**src/rtl/burst_pkg.sv**
```systemverilog
package burst_pkg;
    typedef enum logic [1:0] {
        ST_IDLE = 2'd0,
        ST_HIGH = 2'd1,
        ST_LOW  = 2'd2
    } burst_state_t;
endpackage

```
**src/rtl/trig_gate.sv**
```systemverilog
module trig_gate (
    input  logic clk,
    input  logic rst_n,
    input  logic arm,
    input  logic trig,
    output logic fire
);
    logic trig_q;

    always_ff @(posedge clk or negedge rst_n) begin
        if (!rst_n) trig_q <= 1'b0;
        else        trig_q <= trig;
    end

    // fire only on a fresh rising edge while armed
    assign fire = arm && trig && !trig_q;
endmodule

```
**src/rtl/phase_timer.sv**
```systemverilog
module phase_timer #(
    parameter int W = 7
) (
    input  logic         clk,
    input  logic         rst_n,
    input  logic         restart,
    input  logic         run,
    input  logic [W-1:0] limit,
    output logic         expire
);
    logic [W-1:0] cnt;

    always_ff @(posedge clk or negedge rst_n) begin
        if (!rst_n)       cnt <= '0;
        else if (restart) cnt <= '0;
        else if (run)     cnt <= cnt + 1'b1;
    end

    assign expire = run && (cnt == limit);

    // a running phase never overshoots its programmed length
    a_r4_phase_bound: assert property (@(posedge clk) disable iff (!rst_n)
        run |-> (cnt <= limit));
endmodule

```
**src/rtl/pulse_counter.sv**
```systemverilog
module pulse_counter #(
    parameter int PULSES = 16,
    parameter int CW     = 5
) (
    input  logic clk,
    input  logic rst_n,
    input  logic clear,
    input  logic step,
    output logic last
);
    localparam logic [CW-1:0] LAST_IDX = CW'(PULSES - 1);
    logic [CW-1:0] cnt;

    always_ff @(posedge clk or negedge rst_n) begin
        if (!rst_n)                  cnt <= '0;
        else if (clear)              cnt <= '0;
        else if (step && last)       cnt <= '0;
        else if (step)               cnt <= cnt + 1'b1;
    end

    assign last = (cnt == LAST_IDX);

    // the pulse index never passes the last pulse
    a_r3_count_bound: assert property (@(posedge clk) disable iff (!rst_n)
        cnt <= LAST_IDX);
endmodule

```
**src/rtl/burst_clk_gen.sv**
```systemverilog
module burst_clk_gen #(
    parameter int PULSES   = 16,
    parameter int PERIOD   = 125,
    parameter int HIGH_CYC = 62
) (
    input  logic clk,
    input  logic rst_n,
    input  logic arm,
    input  logic trig,
    output logic sclk,
    output logic busy
);
    import burst_pkg::*;

    localparam int LOW_CYC = PERIOD - HIGH_CYC;
    localparam int TW      = $clog2(PERIOD + 1);
    localparam int CW      = $clog2(PULSES + 1);
    localparam logic [TW-1:0] HI_LIM = TW'(HIGH_CYC - 1);
    localparam logic [TW-1:0] LO_LIM = TW'(LOW_CYC - 1);

    burst_state_t state, state_nx;
    logic fire, start, ph_end, last_pulse, step, restart;
    logic [TW-1:0] lim;

    trig_gate u_gate (
        .clk   (clk),
        .rst_n (rst_n),
        .arm   (arm),
        .trig  (trig),
        .fire  (fire)
    );

    assign start   = fire && (state == ST_IDLE);
    assign lim     = (state == ST_HIGH) ? HI_LIM : LO_LIM;
    assign step    = (state == ST_LOW) && ph_end;
    assign restart = (state_nx != state);

    phase_timer #(.W(TW)) u_phase (
        .clk     (clk),
        .rst_n   (rst_n),
        .restart (restart),
        .run     (state != ST_IDLE),
        .limit   (lim),
        .expire  (ph_end)
    );

    pulse_counter #(.PULSES(PULSES), .CW(CW)) u_count (
        .clk   (clk),
        .rst_n (rst_n),
        .clear (start),
        .step  (step),
        .last  (last_pulse)
    );

    always_comb begin
        state_nx = state;
        unique case (state)
            ST_IDLE: if (start)  state_nx = ST_HIGH;
            ST_HIGH: if (ph_end) state_nx = ST_LOW;
            ST_LOW:  if (ph_end) state_nx = last_pulse ? ST_IDLE : ST_HIGH;
            default: state_nx = ST_IDLE;
        endcase
    end

    always_ff @(posedge clk or negedge rst_n) begin
        if (!rst_n) state <= ST_IDLE;
        else        state <= state_nx;
    end

    always_comb begin
        sclk = (state == ST_HIGH);
        busy = (state != ST_IDLE);
    end

    // an armed edge in idle starts a high phase on the next cycle
    a_r2_start: assert property (@(posedge clk) disable iff (!rst_n)
        (state == ST_IDLE && fire) |=> (busy && sclk));
    // disarmed idle never leaves idle
    a_r7_disarmed: assert property (@(posedge clk) disable iff (!rst_n)
        (state == ST_IDLE && !arm) |=> (state == ST_IDLE));
    // a low phase is never cut short by a trigger
    a_r6_no_restart: assert property (@(posedge clk) disable iff (!rst_n)
        (state == ST_LOW && !ph_end) |=> (state == ST_LOW));
    // busy falls once the final low phase expires
    a_r5_finish: assert property (@(posedge clk) disable iff (!rst_n)
        (state == ST_LOW && ph_end && last_pulse) |=> !busy);
endmodule

```
**config.mk**
```make
export PLATFORM = sky130hd
export DESIGN_NAME = burst_clk_gen
export DESIGN_NICKNAME = d
export VERILOG_FILES = /design/src/rtl/burst_pkg.sv /design/src/rtl/trig_gate.sv /design/src/rtl/phase_timer.sv /design/src/rtl/pulse_counter.sv /design/src/rtl/burst_clk_gen.sv
export SDC_FILE = /design/constraint.sdc
export NUM_CORES = 1
export LEC_CHECK = 0
export BUFFER_PORTS_ARGS = -buffer_cell sky130_fd_sc_hd__buf_2
export CORE_UTILIZATION = 61
export DETAILED_ROUTE_END_ITERATION = 6
export PLACE_DENSITY = 0.81
export SYNTH_ARGS = -nofsm -noshare
export SYNTH_HDL_FRONTEND = slang
export SYNTH_SLANG_ARGS = --single-unit
```
**constraint.sdc**
```tcl
create_clock -name clk -period 3.6 [get_ports clk]
set_input_delay 0.72 -clock clk [delete_from_list [all_inputs] [get_ports clk]]
set_output_delay 0.72 -clock clk [all_outputs]
set_load 0.01 [all_outputs]
```
==> metrics, run 1 <==
status complete, no violations; multiplexer share of the synthesized area 3.598%; Critical Path Fanout Max 10; post-CTS repair timing setup buffer count 0; period utilisation layout 55.36%; fin. max-slew vios 0; critical path class flop to primary output; adder-cell share of the synthesized area 2.999%; die width 38.99 µm; htree depth 1; Synth Area in Simple Gates 25.49%; Starting Density 70.36%; Post-Syn Area per Cell 10.70 µm²; clk_lat worst skew 0.28 ns; ranking of synthesized cells by area dfrtp_1 45%, mux2i_1 3.6%, nand2_1 3.6%; fin crit period 1.993 ns; Overflow after GRT 0; share of the synthesized area in the top cell type 44.98%; Startpoint Class flop; Clock Tree Root clkbuf_4; CP cell instances or2_4 -> buf_2; CTS resizes 0; Post-Synth XOR/XNOR Area 5.247%; cells after synthesis 78; compound-cell area share of the yosys netlist 13.94%; maxcap violations 0; prevailing post-synth register cell dfrtp_1; mean routed wirelength per cell 15.30 µm; clk_skew 0.003496 ns; Syn. warnings 0; routed vias 622; setup violators final 0; worst hold path class input port to async pin; Post-Layout Cell Count 98; Antenna Nets Post-Route 0; Die Footprint 1520 µm²; #FFs+latches synth 15; leading area contributor after synthesis dfrtp_1; number of synthesized flops with an enable pin 0; dominant cell by count in the synthesized netlist dfrtp_1; Post-Syn Nets 84; drt total wl 1.499 mm; layout net count 91; DRC 0; cts hold-fix bufs 0; CORE AREA 1186 µm²; vias in the first global route 520; TritonRoute pass-1 iters 4; R2R Setup Slk 1.86 ns; first-pass GRT wire length 2.470 mm; slowest cell delay on critical path 0.52 ns; Clock Tree Buf Depth 2; Reg-to-Reg Start state[0]$_DFF_PN0_; worst path required time 2.88 ns; cell area after synthesis 834.6 µm²; Cell Pwr Density 311.6 nW/µm²; Max VDD drop 222.2 µV; Final Hold Vio Count 0; Clk pin slew, worst setup/hold paths 0.09 ns; Post-synth ARST share 100.0%; Top-Level Pins 6; TNS Setup 0 ns; Iter 0 DRT Violations 23; synth-to-layout area growth 5.397%; routability cong. 0.8299; reg2reg path depth 4; FMAX 501.8 MHz; HPWL Detailed 1.084 mm; TritonCTS Buffers 3; Die Ht 38.99 µm; Filler cells 92; register area share after synthesis 44.98%; via/cell ratio 6.347; diodes inserted 0; largest net degree at the start of global routing 16; critical path's slowest cell dfrtp_1; CP Capture Type primary output; RSZ-0062 raised after global routing false; total track usage 25.65%; I/O Buffers 5; Synth cell types 35; area of the multi-input gates 427.9 µm²; Sink Count 15; layout cells sized above 1 15.48%; reg2reg end u_phase.cnt[1]$_DFFE_PN0P_; synth cell count leaders 15 x dfrtp_1, 8 x nand2_1, 5 x nor3_1; Leakage 0.0003682 µW; main combinational cell family by area after synthesis simple AND/OR/NAND/NOR gates; initial antenna violation count 0; Tot Pwr 274.1 µW; dpl cells 94; CTS tree done; Least-Margin Pin Slew 0.3622 ns; Sequential cell area 375.4 µm²; Slew headroom 75.85%; CP arrival 1.27 ns; Rows 12
[kinds of logic (layout without fill, tap and decap cells)]
logic type / count (synthesis) / in the layout
flip-flops: 15 / 15
buffers and inverters: 5 / 11
AO/OA/AOI/OAI: 14 / 14
XOR/XNOR: 5 / 5
AND/OR/NAND/NOR: 34 / 34
multiplexers: 3 / 3
adder cells (fa/ha/maj): 2 / 2
[state kept, by name, summed over array words and instances, names as in the netlist]
register / flops
u_phase.cnt: 7
u_count.cnt: 5
state: 2
u_gate.trig_q: 1
[worst max-delay path by stage]
stage                       start                          to  slack [ns]  cells after the start
2_1_floorplan  state[0]$_DFF_PN0_  u_count.cnt[3]$_DFFE_PN0P_        2.04                      5
3_3_place_gp                 trig  u_phase.cnt[1]$_DFFE_PN0P_        1.93                      5
3_5_place_dp                 trig  u_phase.cnt[1]$_DFFE_PN0P_        1.88                      5
4_1_cts        state[0]$_DFF_PN0_                        busy        1.61                      2
5_1_grt        state[0]$_DFF_PN0_                        busy        1.56                      2
6_report       state[0]$_DFF_PN0_                        busy        1.61                      2
[power breakdown]
group          switching, µW  leakage, µW  internal [µW]
combinational           5.86     0.000183           3.20
sequential              1.42     0.000170            170
clock                   50.6    0.0000150           43.0
total                   57.9     0.000368            216
[cell type report]
class | instances | area share (%)
multi-input cells | 58 | 48.65
clock buffers | 4 | 2.987
well taps | 14 | 1.991
flip-flops and latches | 15 | 42.67
inverters | 2 | 0.8535
repair buffers | 5 | 2.845
[per-layer routing]
metal | share of wire, % | wire, µm | global-route usage [%] | vias to the layer above
li1 | - | - | - | 306
met1 | 50 | 744 | 38.55 | 298
met2 | 45 | 676 | 35.83 | 14
met3 | 3.5 | 53 | 5.202 | 4
met4 | 1.6 | 24 | 10.34 | 0
met5 | 0 | 0 | 0 | -
[cells in the final DEF (no fill, tap or decap), drive strengths merged, types with 2 or more instances in the layout]
| cell type | Yosys | routed |
|---|---|---|
| buf | 3 | 5 |
| clkbuf | 0 | 4 |
| dfrtp | 15 | 15 |
| ha | 2 | 2 |
| inv | 2 | 2 |
| mux2i | 3 | 3 |
| nand2 | 8 | 8 |
| nand2b | 3 | 3 |
| nand3 | 3 | 3 |
| nor2 | 3 | 3 |
| nor3 | 7 | 7 |
| nor3b | 3 | 3 |
| nor4b | 2 | 2 |
| o2111ai | 2 | 2 |
| o21ai | 4 | 4 |
| xnor2 | 2 | 2 |
| xor2 | 3 | 3 |
[metrics by stage]
stage                     setup WS [ns]  hold slack [ns]  cell area (µm²)  utilization, %
after detailed placement          1.876           0.5164            853.3           71.94
after CTS                         1.613           0.3355            879.6           74.16
after global routing              1.557           0.3452            879.6           74.16
final                             1.607           0.3225            879.6           74.16
after global placement            1.928           0.5155            853.3           71.94
after floorplan                   2.041           0.4244            834.6               -
[critical path, delay by kind of cell, from the launching register on]
family / cells / cell delay, ns
buffers and inverters: 1 / 0.14
AND/OR/NAND/NOR: 1 / 0.33
flip-flops: 1 / 0.52
(Power assumes the default switching activity.)
==> run 2: changes to the inputs <==
--- a/config.mk
+++ b/config.mk
@@ -5,10 +5,12 @@
 export SDC_FILE = /design/constraint.sdc
 export NUM_CORES = 1
 export LEC_CHECK = 0
+export ABC_AREA = 1
 export BUFFER_PORTS_ARGS = -buffer_cell sky130_fd_sc_hd__buf_2
-export CORE_UTILIZATION = 61
+export CORE_ASPECT_RATIO = 1.1
+export CORE_UTILIZATION = 52
 export DETAILED_ROUTE_END_ITERATION = 6
-export PLACE_DENSITY = 0.81
+export PLACE_DENSITY = 0.73
 export SYNTH_ARGS = -nofsm -noshare
 export SYNTH_HDL_FRONTEND = slang
 export SYNTH_SLANG_ARGS = --single-unit
==> constraint.sdc (replaced) <==
create_clock -name clk -period 1.8 [get_ports clk]
set_input_delay 0.36 -clock clk [delete_from_list [all_inputs] [get_ports clk]]
set_output_delay 0.36 -clock clk [all_outputs]
set_load 0.01 [all_outputs]
==> metrics, run 2 <==
Die Footprint 1883 µm² (+24%); cell family with most CP delay simple AND/OR/NAND/NOR gates; RSZ-0062 raised after global routing false; leading area contributor after synthesis dfrtp_1; number of synthesized flops with an enable pin 0 (unchanged); Rows 15 (+3); Starting Density 56.51% (-14 points); Post-Layout Cell Count 132 (+35%); CP arrival 1.80 ns (+0.53 ns); CORE AREA 1577 µm² (+33%); maxcap violations 0 (unchanged); cells after synthesis 104 (+33%); Syn. warnings 0 (unchanged); Die Ht 45.41 µm (+16%); DRC 0 (unchanged); routability cong. 0.8681 (+4.6%); largest net degree at the start of global routing 16 (unchanged); htree depth 1 (unchanged); Buf/Inv on CP 1 (unchanged); via/cell ratio 5.098 (-20%); worst path required time 2.01 ns (-0.87 ns); commonest non-fill, non-tap cells in the layout 20 x nand2_1, 15 x dfrtp_1, 14 x inv_1; Least-Margin Pin Slew 0.3610 ns (-0.001197 ns); status complete, no violations; routed vias 673 (+8.2%); Iter 0 DRT Violations 12 (-48%); Clk pin slew, worst setup/hold paths 0.08 ns (about the same); setup violators final 0 (unchanged); CTS resizes 0 (unchanged); vias in the first global route 627 (+21%); clk_lat worst skew 0.28 ns (about the same); area of the multi-input gates 459.2 µm² (+7.3%); die width 41.47 µm (+6.3%); Antenna Nets Post-Route 0 (unchanged); Post-Syn Area per Cell 8.566 µm² (-20%); Clock Tree Root clkbuf_4; prevailing post-synth register cell dfrtp_1; TritonRoute pass-1 iters 4 (unchanged); cell area after synthesis 890.9 µm² (+6.7%); Overflow after GRT 0 (unchanged); diodes inserted 0 (unchanged); CP Capture Type flop; Clock Tree Buf Depth 2 (unchanged); slowest cell delay on critical path 0.36 ns (-0.16 ns); share of the synthesized area in the top cell type 42.13% (-2.8 points); Top-Level Pins 6 (unchanged); pre-CTS setup slack 0.2536 ns (-1.623 ns); fin crit period 1.590 ns; synth-to-layout area growth 10.11%; layout net count 122 (+34%); critical path class flop to flop; Sink Count 15 (unchanged); critical path's slowest cell dfrtp_1; total track usage 18.08% (-7.6 points); TNS Setup 0 ns (unchanged); I/O Buffers 5 (unchanged); mean routed wirelength per cell 11.43 µm (-25%); #FFs+latches synth 15 (unchanged); FMAX 628.8 MHz; Final Hold Vio Count 0 (unchanged); design area 980.9 µm² (+12%); Filler cells 150 (+63%); Synth cell types 24 (-31%); worst setup margin 0.2097 ns (-1.398 ns); HPWL Detailed 1.191 mm (+9.9%); Cell Pwr Density 545.9 nW/µm² (+75%); CP cell instances ha_1 -> nand2_1 -> nor2_1 -> inv_1 -> or2_2 -> nand3_2 -> nand3_2 -> nand2_4 -> nand2_4 -> nor2_2; dpl cells 127 (+35%); period utilisation layout 88.35%; Startpoint Class flop; Leakage 0.0004560 µW (+24%); synth cell count leaders 20 x nand2_1, 15 x dfrtp_1, 14 x inv_1, 8 x nor2_1; Largest Register u_phase.cnt; Top Registers u_phase.cnt: 7 flops, u_count.cnt: 5 flops, state: 2 flops; CTS tree done; Post-DP Area 944.7 µm² (+11%); TritonCTS Buffers 3 (unchanged); drt total wl 1.509 mm (+0.67%); ranking of synthesized cells by area dfrtp_1 42%, nand2_1 8.4%, inv_1 5.9%; Slew headroom 75.85% (about the same); clk_skew 0.005923 ns (+0.002427 ns); Post-synth ARST share 100.0% (unchanged); fin. max-slew vios 0 (unchanged); register area share after synthesis 42.13% (-2.8 points); Max VDD drop 420.3 µV (+89%); Sequential cell area 375.4 µm² (unchanged); first-pass GRT wire length 2.559 mm (+3.6%); Critical Path Fanout Max 5 (-5); max FFs per register 7 (unchanged); worst hold path class input port to flop; layout cells sized above 1 26.09% (+11 points); Post-Syn Nets 110 (+31%); dominant cell by count in the synthesized netlist nand2_1; commonest non-fill, non-tap cell in the layout nand2_1; initial antenna violation count 0 (unchanged)
==> run 2: cell count changes in the layout (fill, tap and decap cells not counted), sizes merged, moves of 5 or more <==
| cell | previous run | this run |
|---|---|---|
| inv | 2 | 15 |
| nand3 | 3 | 8 |
| nand2 | 8 | 27 |
| nor2 | 3 | 16 |
| nor3 | 7 | 2 |
==> run 2: layer usage <==
metal	track usage (%)	vias to the layer above	wire (µm)	part of all wire, %
met5	0	-	0	0
met1	24.87	313	738	49
li1	-	350	-	-
met2	28.13	8	722	48
met3	3.968	2	37	2.5
met4	7.097	0	10	0.66
==> run 2: timing repair <==
item | 4_1_cts | 5_1_grt
endpoints found under the hold margin | 15 | 0
hold buffers | 1 | 0
buffers inserted | 0 | 0
endpoints found under the setup margin | 0 | 0
==> run 2: area by class of cell <==
class                           instances  area share, %
Multi-Input combinational cell         74          46.81
Tap cell                               17          2.168
Timing Repair Buffer                    7          4.337
Sequential cell                        15          38.27
Clock buffer                            4          2.679
Inverter                               15          5.740
==> run 2: path summary, 6_finish.rpt <==
check	slack, ns	cells after the start	endpoint	from
worst max-delay path	0.21	10	u_phase.cnt[2]$_DFFE_PN0P_	u_count.cnt[0]$_DFFE_PN0P_
max in group asynchronous	1.05	2	u_count.cnt[4]$_DFFE_PN0P_	rst_n
worst min-delay path	0.20	1	u_gate.trig_q$_DFF_PN0_	trig
worst max register to register	0.21	10	u_phase.cnt[2]$_DFFE_PN0P_	u_count.cnt[0]$_DFFE_PN0P_
min in group asynchronous	0.50	2	u_phase.cnt[0]$_DFFE_PN0P_	rst_n
worst min register to register	0.51	2	u_count.cnt[4]$_DFFE_PN0P_	u_count.cnt[4]$_DFFE_PN0P_
==> run 2: cells by family (layout without fill, tap and decap cells) <==
| logic type | count (synthesis) | in the layout | synth area share [%] |
|---|---|---|---|
| AOI/OAI and AO/OA | 9 | 9 | 6.743 |
| and+or+nand+nor | 57 | 57 | 36.10 |
| adders and majority gates | 2 | 2 | 2.809 |
| DFF | 15 | 15 | 42.13 |
| xor gates and xnor gates | 6 | 6 | 5.899 |
| buffers and inverters | 15 | 26 | 6.320 |
==> run 2: power breakdown <==
part	internal, µW	total, µW	switching [µW]
Combinational	4.30	11.6	7.30
Sequential	338	338	0.238
Clock	85.9	186	100
Total	428	536	108
==> run 2: metrics by stage <==
stage / hold WS, ns / utilization (%) / total power (µW)
2_1_floorplan: 0.06441 / - / 345.5
3_3_place_gp: 0.2779 / 59.92 / 355.2
3_5_place_dp: 0.2774 / 59.92 / 355.3
4_1_cts: 0.1980 / 62.22 / 545.6
5_1_grt: 0.1943 / 62.22 / 558.8
6_report: 0.1998 / 62.22 / 535.5
